## src/rtl/lpstop_pkg.sv

```systemverilog
package lpstop_pkg;
  typedef enum logic [1:0] {
    M_RUN   = 2'b00,
    M_DEEP  = 2'b01,
    M_LIGHT = 2'b10,
    M_REARM = 2'b11
  } lp_mode_e;

  localparam int unsigned SEL_W = 2;
  localparam logic [SEL_W-1:0] SEL_DEEP = 2'b01;
endpackage

```

## src/rtl/lpstop_rst_sync.sv

```systemverilog
module lpstop_rst_sync #(
  parameter int unsigned STAGES = 2
) (
  input  logic clk,
  input  logic rst_n,
  output logic rst_sync_n
);
  logic [STAGES-1:0] sync_q;

  always_ff @(posedge clk or negedge rst_n) begin
    if (!rst_n) sync_q <= '0;
    else        sync_q <= {sync_q[STAGES-2:0], 1'b1};
  end

  assign rst_sync_n = sync_q[STAGES-1];
endmodule

```

## src/rtl/lpstop_fsm.sv

```systemverilog
module lpstop_fsm
  import lpstop_pkg::*;
(
  input  logic             clk,
  input  logic             rst_n,
  input  logic             stop_strobe,
  input  logic             stop_en,
  input  logic [SEL_W-1:0] stop_sel,
  input  logic             irq_any,
  input  logic             supply_ok,
  output lp_mode_e         mode,
  output logic             ill_rst_req,
  output logic             por_wake_req,
  output logic             resume_req
);
  lp_mode_e st_q, st_d;
  logic     ill_d, por_d, res_d;

  always_comb begin
    st_d  = st_q;
    ill_d = 1'b0;
    por_d = 1'b0;
    res_d = 1'b0;
    unique case (st_q)
      M_RUN: begin
        if (stop_strobe) begin
          if (!stop_en)                  ill_d = 1'b1;
          else if (stop_sel != SEL_DEEP) st_d  = M_LIGHT;
          else if (!irq_any)             st_d  = M_DEEP;
        end
      end
      M_LIGHT: begin
        if (irq_any) begin
          st_d  = M_RUN;
          res_d = 1'b1;
        end
      end
      M_DEEP: begin
        if (irq_any) begin
          if (supply_ok) begin
            st_d  = M_RUN;
            por_d = 1'b1;
          end else begin
            st_d = M_REARM;
          end
        end
      end
      M_REARM: begin
        if (supply_ok) begin
          st_d  = M_RUN;
          por_d = 1'b1;
        end
      end
      default: st_d = M_RUN;
    endcase
  end

  always_ff @(posedge clk or negedge rst_n) begin
    if (!rst_n) begin
      st_q         <= M_RUN;
      ill_rst_req  <= 1'b0;
      por_wake_req <= 1'b0;
      resume_req   <= 1'b0;
    end else begin
      st_q         <= st_d;
      ill_rst_req  <= ill_d;
      por_wake_req <= por_d;
      resume_req   <= res_d;
    end
  end

  assign mode = st_q;

  a_r2_illegal_stop: assert property (@(posedge clk) disable iff (!rst_n)
    (st_q == M_RUN && stop_strobe && !stop_en) |=> (ill_rst_req && st_q == M_RUN));

  a_r6_deep_refused: assert property (@(posedge clk) disable iff (!rst_n)
    (st_q == M_RUN && stop_strobe && stop_en && stop_sel == SEL_DEEP && irq_any)
      |=> (st_q == M_RUN && !ill_rst_req));

  a_r7_deep_stays: assert property (@(posedge clk) disable iff (!rst_n)
    (st_q == M_DEEP && !irq_any) |=> (st_q == M_DEEP));

  a_r8_rearm_hold: assert property (@(posedge clk) disable iff (!rst_n)
    (st_q == M_REARM && !supply_ok) |=> (st_q == M_REARM && !por_wake_req));

  a_r9_deep_wake: assert property (@(posedge clk) disable iff (!rst_n)
    (st_q == M_DEEP && irq_any && supply_ok) |=> (st_q == M_RUN && por_wake_req && !resume_req));

  a_r10_light_wake: assert property (@(posedge clk) disable iff (!rst_n)
    (st_q == M_LIGHT && irq_any) |=> (st_q == M_RUN && resume_req && !por_wake_req));

  a_r9_single_request: assert property (@(posedge clk) disable iff (!rst_n)
    $onehot0({ill_rst_req, por_wake_req, resume_req}));
endmodule

```

## src/rtl/lpstop_outdec.sv

```systemverilog
module lpstop_outdec
  import lpstop_pkg::*;
#(
  parameter int unsigned N_CLK = 4,
  parameter int unsigned N_DOM = 3
) (
  input  lp_mode_e         mode,
  output logic [N_CLK-1:0] clk_en,
  output logic             lfo_clk_en,
  output logic [N_DOM-1:0] pwr_en,
  output logic             reg_standby,
  output logic             lvd_force,
  output logic             cpu_hold
);
  logic stopped, deep;

  assign stopped = (mode != M_RUN);
  assign deep    = (mode == M_DEEP) || (mode == M_REARM);

  for (genvar c = 0; c < N_CLK; c++) begin : g_clk
    assign clk_en[c] = !stopped;
  end

  for (genvar d = 0; d < N_DOM; d++) begin : g_dom
    assign pwr_en[d] = !deep;
  end

  assign lfo_clk_en  = 1'b1;
  assign reg_standby = deep;
  assign lvd_force   = deep;
  assign cpu_hold    = stopped;
endmodule

```

## src/rtl/lpstop_ctrl.sv

```systemverilog
module lpstop_ctrl
  import lpstop_pkg::*;
#(
  parameter int unsigned N_CLK       = 4,
  parameter int unsigned N_DOM       = 3,
  parameter int unsigned N_IRQ       = 8,
  parameter int unsigned SYNC_STAGES = 2
) (
  input  logic             clk,
  input  logic             rst_n,
  input  logic             stop_strobe,
  input  logic             stop_en,
  input  logic [SEL_W-1:0] stop_sel,
  input  logic [N_IRQ-1:0] irq_pend,
  input  logic             supply_ok,
  output logic [N_CLK-1:0] clk_en,
  output logic             lfo_clk_en,
  output logic [N_DOM-1:0] pwr_en,
  output logic             reg_standby,
  output logic             lvd_force,
  output logic             cpu_hold,
  output logic             ill_rst_req,
  output logic             por_wake_req,
  output logic             resume_req,
  output logic [1:0]       mode
);
  logic     rst_sync_n;
  logic     irq_any;
  lp_mode_e mode_w;

  assign irq_any = |irq_pend;

  lpstop_rst_sync #(.STAGES(SYNC_STAGES)) u_rst_sync (
    .clk        (clk),
    .rst_n      (rst_n),
    .rst_sync_n (rst_sync_n)
  );

  lpstop_fsm u_fsm (
    .clk          (clk),
    .rst_n        (rst_sync_n),
    .stop_strobe  (stop_strobe),
    .stop_en      (stop_en),
    .stop_sel     (stop_sel),
    .irq_any      (irq_any),
    .supply_ok    (supply_ok),
    .mode         (mode_w),
    .ill_rst_req  (ill_rst_req),
    .por_wake_req (por_wake_req),
    .resume_req   (resume_req)
  );

  lpstop_outdec #(.N_CLK(N_CLK), .N_DOM(N_DOM)) u_outdec (
    .mode        (mode_w),
    .clk_en      (clk_en),
    .lfo_clk_en  (lfo_clk_en),
    .pwr_en      (pwr_en),
    .reg_standby (reg_standby),
    .lvd_force   (lvd_force),
    .cpu_hold    (cpu_hold)
  );

  assign mode = mode_w;

  a_r4_clocks_gated: assert property (@(posedge clk) disable iff (!rst_sync_n)
    (mode != 2'b00) |-> (clk_en == '0 && lfo_clk_en && cpu_hold));

  a_r5_deep_lvd: assert property (@(posedge clk) disable iff (!rst_sync_n)
    (mode == 2'b01 || mode == 2'b11) |-> (pwr_en == '0 && lvd_force && reg_standby));
endmodule

```

## config.mk

```make
export PLATFORM = sky130hd
export DESIGN_NAME = lpstop_ctrl
export DESIGN_NICKNAME = d
export VERILOG_FILES = /design/src/rtl/lpstop_pkg.sv /design/src/rtl/lpstop_rst_sync.sv /design/src/rtl/lpstop_fsm.sv /design/src/rtl/lpstop_outdec.sv /design/src/rtl/lpstop_ctrl.sv
export SDC_FILE = /design/constraint.sdc
export NUM_CORES = 1
export LEC_CHECK = 0
export CAP_MARGIN = 30
export CORE_MARGIN = 4
export CORE_UTILIZATION = 26
export CTS_CLUSTER_DIAMETER = 50
export DETAILED_ROUTE_END_ITERATION = 12
export GPL_TIMING_DRIVEN = 1
export HOLD_SLACK_MARGIN = 0.05
export PLACE_DENSITY = 0.76
export SETUP_SLACK_MARGIN = 0.3
export SLEW_MARGIN = 20
export SYNTH_ARGS = -nofsm -noshare
export SYNTH_HDL_FRONTEND = slang
export SYNTH_SLANG_ARGS = --single-unit
```

## constraint.sdc

```tcl
create_clock -name clk -period 0.9 [get_ports clk]
set_input_delay 0.135 -clock clk [delete_from_list [all_inputs] [get_ports clk]]
set_output_delay 0.135 -clock clk [all_outputs]
set_load 0.02 [all_outputs]
```

==> impl_metrics.toml, run 1 <==
[power_and_ir_drop]
p_int_mw = 1.03
p_comb_share_pct = 57.6
power_density_nw_per_um2 = 2180
leakagePower_nw = 0.368
power_switching_share_pct = 36.5
seq_power_share_pct = 25.5
power.switching_mw = 0.593
max-vdd-ir-drop_mv = 1.45
pwr-share-clk_pct = 16.9
power_mw = 1.62

[clock_tree]
clk_pin_slew_worst_paths_ps = 50
root_buffer = "clkbuf_4"
cts_tree = "done"
clk_path_buf_depth = 2
htree_levels = 1
cts_buffers = 3
insertion_delay_ps = 250
clock_sinks = 7

[worst_setup_path]
critPathKind = "reg2out"
rrSetupSlack_ps = -190
critPathLaunchType = "flop"
crit_fanout = 6
cp.arrival_ps = 1040
required_ps = 760
cp-end-kind = "primary output"

[route]
drc_errors = 0
wl_um = 916
avgRoutedWirePerCell_um = 10.3
ant_nets = 0
firstDrtPassIters = 1
vias = 385
drtIter0Drc = 0
routed_via_density = 4.33

[die]
ios = 31
die_w_um = 45.2
dieArea_um2 = 2040
fp.dieH_um = 45.2
initial_core_util_pct = 27.6
core_um2 = 1300
rows = 13

[placement]
placed_cell_area_um2 = 676
globalplace.congestion = 0.673
portBuffers = 29
place_hpwl_um = 729

[sta]
fin_skew_ps = 2.31
fmax_mhz = 849
period_needed_ps = 1180
final.setup.worst_slack_ps = -277
fin_setup_tns_ps = -3310
post-route-period-util_pct = 131
final_hold_viol_count = 0
setup_viol = 17
maxSlewViolCount = 0
rsz0062_at_grt = "yes"
whs_ps = 41.7

[global_route]
grt_pass1_vias = 399
globalRouteTotalUtil_pct = 9.93
overflow = 0
grt_pass1_wl_um = 1370
grt_max_degree = 7
antenna_found_initial = 0

[synth]
yosysSeqAreaShare_pct = 48.8
netlist_area_um2 = 359
ys_warn_count = 0
synth_area_leader_cell = "dfrtp_1"
synth_seq_cells = 7
syn_avg_cell_area_um2 = 9.97
synth_cell_types = 16
synthTopCellsByArea = "dfrtp_1 (49%), buf_4 (15%), nor4_2 (7.0%), nand2_1 (4.2%), a211oi_2 (3.5%)"
syn_inst = 36
synth_top_area_share_pct = 48.8

[hold_path]
hp-class = "in2async"

[finish]
drive_above_1_share_pct = 66.2
antenna_cells = 0
area_growth_pct = 108
nets = 90
post-route-util_pct = 57.3
final_area_um2 = 746

[run]
max-cap-violations = 0

[outcome]
violations = "negative setup slack"
status = "finished, violations left"
## state kept, by name, indices dropped and copies added, names as in the netlist
name,flops
u_fsm.resume_req,1
u_fsm.mode,2
u_fsm.ill_rst_req,1
u_fsm.por_wake_req,1
u_rst_sync.sync_q,2
## worst max-delay path, stage by stage (launching register included)
cell and delay (ps):
dfrtp_2 420, nor2_4 180, inv_2 60, buf_6 130
## cell usage after synthesis
master    n
nand2_1   4
nor4_2    2
nor3_1    1
clkbuf_1  1
nand3_1   1
and3_4    1
conb_1    1
nor3b_1   1
o21ai_0   1
nor2_1    3
inv_1     3
a211oi_2  1
nor2b_1   1
buf_4     7
dfrtp_1   7
o22a_1    1
## stage by stage
| stage | cells | setup WS [ps] |
|---|---|---|
| after floorplan | 37 | -169 |
| final | 89 | -277 |
| after detailed placement | 79 | -528 |
| after global placement | 79 | -498 |
| after CTS | 87 | -308 |
| after global routing | 89 | -325 |
## routing by layer
| layer | GRT usage, % | wire length, µm | vias to the layer above |
|---|---|---|---|
| met5 | 0 | 0 | - |
| met4 | 14.0 | 34 | 0 |
| met3 | 0.398 | 116 | 4 |
| met2 | 16.7 | 465 | 26 |
| met1 | 9.07 | 300 | 171 |
| li1 | - | - | 184 |
## power by group through the flow
stage / combinational (mW) / clock, mW / sequential [mW]
global placement: 0.813 / 0 / 0.406
global route: 0.984 / 0.300 / 0.422
finish: 0.935 / 0.275 / 0.414
floorplan: 0.385 / 0 / 0.479
CTS: 0.842 / 0.292 / 0.416
detailed placement: 0.820 / 0 / 0.412
## final timing paths
kind,from,end,cells after the start
max,u_fsm.mode[1],cpu_hold,3
min,rst_n,u_rst_sync.sync_q[1],1
max reg2reg,u_fsm.mode[1],u_fsm.ill_rst_req,5
min reg2reg,u_rst_sync.sync_q[1],u_fsm.ill_rst_req,0
max in group asynchronous,u_rst_sync.sync_q[1],u_fsm.mode[1],0
min in group clk,u_rst_sync.sync_q[0],u_rst_sync.sync_q[1],0
## placed cells by master (no fill, tap or decap), types with 2 or more instances in the layout
cell	n
buf_6	14
buf_4	11
buf_2	7
clkdlybuf4s50_1	6
dfrtp_1	5
nand2_1	4
clkbuf_4	3
inv_2	2
nor4_2	2
nor2_4	2
conb_1	2
dlygate4sd2_1	2
dfrtp_2	2
## repair_timing
| action | 4_1_cts | 5_1_grt |
|---|---|---|
| setup buffers | 4 | 2 |
| setup endpoints to repair | 20 | 20 |
| pin swaps | 8 | 2 |
| endpoints found under the hold margin | 2 | 2 |
| gates resized for setup | 110 | 2 |
## area by class of cell
cell class	instances	area [µm²]
inverter	3	11.3
fill	132	556
timing repair buffer	41	363
tap	15	18.8
clock buffer	3	22.5
multi-input combinational	19	148
clock inverter	1	5.00
sequential	7	178
## logic make-up after synthesis
family / after synthesis / share of synthesized area [%]
simple gates: 14 / 24.0
buf+inv: 11 / 18.8
compound gates: 3 / 7.32
other cells: 1 / 1.04
flops: 7 / 48.8
No activity file was read; power rests on OpenSTA's default activity.
==> run 2: changes to the inputs <==
--- a/config.mk
+++ b/config.mk
@@ -12,7 +12,8 @@
 export DETAILED_ROUTE_END_ITERATION = 12
 export GPL_TIMING_DRIVEN = 1
 export HOLD_SLACK_MARGIN = 0.05
-export PLACE_DENSITY = 0.76
+export PLACE_DENSITY = 0.71
+export RECOVER_POWER = 50
 export SETUP_SLACK_MARGIN = 0.3
 export SLEW_MARGIN = 20
 export SYNTH_ARGS = -nofsm -noshare
==> run 2 against run 1 <==
The run still ends with negative setup slack left. Global-route usage rose by 1.8 points. Final cell count decreased by 2.2%. Register-to-register slack worse by 30 ps.
==> impl_metrics.toml, run 2 (synthesis gave the netlist of run 1 again) <==
[run]
max-cap-violations = 0

[sta]
final.setup.worst_slack_ps = -278
fin_skew_ps = 0.718
period_needed_ps = 1180
rsz0062_at_grt = "yes"
setup_viol = 17
final_hold_viol_count = 0
post-route-period-util_pct = 131
fin_setup_tns_ps = -3620
fmax_mhz = 849
whs_ps = 76.4
maxSlewViolCount = 0

[die]
die_w_um = 45.2
rows = 13
core_um2 = 1300
fp.dieH_um = 45.2
dieArea_um2 = 2040
initial_core_util_pct = 27.6
ios = 31

[placement]
placed_cell_area_um2 = 668
portBuffers = 29
globalplace.congestion = 0.773
place_hpwl_um = 761

[finish]
fill_cells = 132
layout_common_cells = "buf_4 (15), buf_6 (10), clkdlybuf4s15_1 (5), clkdlybuf4s50_1 (5), dfrtp_1 (5)"
nets = 88
seq_area_um2 = 178
drive_above_1_share_pct = 58.3
final_area_um2 = 752
final_common_cell = "buf_4"
antenna_cells = 0
area_growth_pct = 109
multi_input_area_um2 = 156

[clock_tree]
clk_path_buf_depth = 2
root_buffer = "clkbuf_4"
cts_buffers = 3
clock_sinks = 7
htree_levels = 1
cts_tree = "done"
clk_pin_slew_worst_paths_ps = 50
insertion_delay_ps = 240

[route]
firstDrtPassIters = 3
drc_errors = 0
wl_um = 957
routed_via_density = 4.14
ant_nets = 0
avgRoutedWirePerCell_um = 11.0
vias = 360
drtIter0Drc = 7

[global_route]
grt_pass1_vias = 419
globalRouteTotalUtil_pct = 11.7
grt_pass1_wl_um = 1680
antenna_found_initial = 0
grt_max_degree = 7
overflow = 0

[worst_setup_path]
cp.arrival_ps = 1040
cp-end-kind = "primary output"
max_stage_delay_ps = 420
critPathKind = "reg2out"
cp_slowest_cell = "dfrtp_2"
required_ps = 760
critPathLaunchType = "flop"
crit_fanout = 6
cp_cell_sequence = "nor2_4 > inv_2 > buf_6"

[power_and_ir_drop]
power_switching_share_pct = 35.9
p_int_mw = 1.07
pwr-share-clk_pct = 16.5
seq_power_share_pct = 24.5
p_comb_share_pct = 58.9
leakagePower_nw = 0.363
power.switching_mw = 0.596
max-vdd-ir-drop_mv = 1.53
power_density_nw_per_um2 = 2210

[hold_path]
hp-class = "reg2async"

[outcome]
status = "finished, violations left"
violations = "negative setup slack"
## run 2: cell type report
| cell class | instances | area share, % |
|---|---|---|
| repair buffers | 39 | 48.1 |
| flip-flops and latches | 7 | 23.6 |
| multi-input cells | 19 | 20.8 |
| clock buffers | 4 | 3.49 |
| well taps | 15 | 2.50 |
| inverters | 3 | 1.50 |
## run 2: repair_timing
action / in CTS / in global routing
resized for setup: 102 / 2
hold endpoints to repair: 2 / 2
buffers inserted: 3 / 2
pin swaps: 11 / 3
setup endpoints to repair: 20 / 20
## run 2: critical path: cells and delay by family, from the launching register on
family / cells / cell delay (ps)
AND/OR/NAND/NOR: 1 / 190
buffers and inverters: 2 / 190
flip-flops: 1 / 420
## run 2: worst paths after layout
path	from	to	slack (ps)	cells after the start
hold / removal	u_rst_sync.sync_q[1]	u_fsm.ill_rst_req	80	0
setup / recovery	u_fsm.mode[1]	cpu_hold	-280	3
hold reg to reg	u_rst_sync.sync_q[1]	u_fsm.ill_rst_req	80	0
setup reg to reg	u_fsm.mode[1]	u_fsm.mode[0]	-220	5
min in group clk	u_rst_sync.sync_q[0]	u_rst_sync.sync_q[1]	350	0
max in group asynchronous	u_rst_sync.sync_q[1]	u_fsm.mode[1]	630	0
## run 2: power groups by stage
| stage | sequential (mW) | clock [mW] | combinational, mW |
|---|---|---|---|
| 5_1_grt | 0.416 | 0.318 | 1.05 |
| 4_1_cts | 0.414 | 0.286 | 0.903 |
| 6_report | 0.408 | 0.274 | 0.979 |
| 2_1_floorplan | 0.479 | 0 | 0.385 |
| 3_3_place_gp | 0.408 | 0 | 0.813 |
| 3_5_place_dp | 0.409 | 0 | 0.823 |
## run 2: metal layers
layer  share of wire (%)  track usage (%)  wire [µm]
met5                   0                0          0
met3                 9.4             1.59         90
met2                  52             18.4        502
met1                  38             13.7        364
met4                   0             10.5          0
## run 2: metrics by stage
stage / power (mW) / setup slack, ps / cells / utilization, %
after global routing: 1.79 / -363 / 87 / 57.8
after CTS: 1.60 / -309 / 85 / 56.0
after floorplan: 0.864 / -169 / 37 / -
after detailed placement: 1.23 / -530 / 78 / 51.3
final: 1.66 / -278 / 87 / 57.8
after global placement: 1.22 / -498 / 78 / 51.3
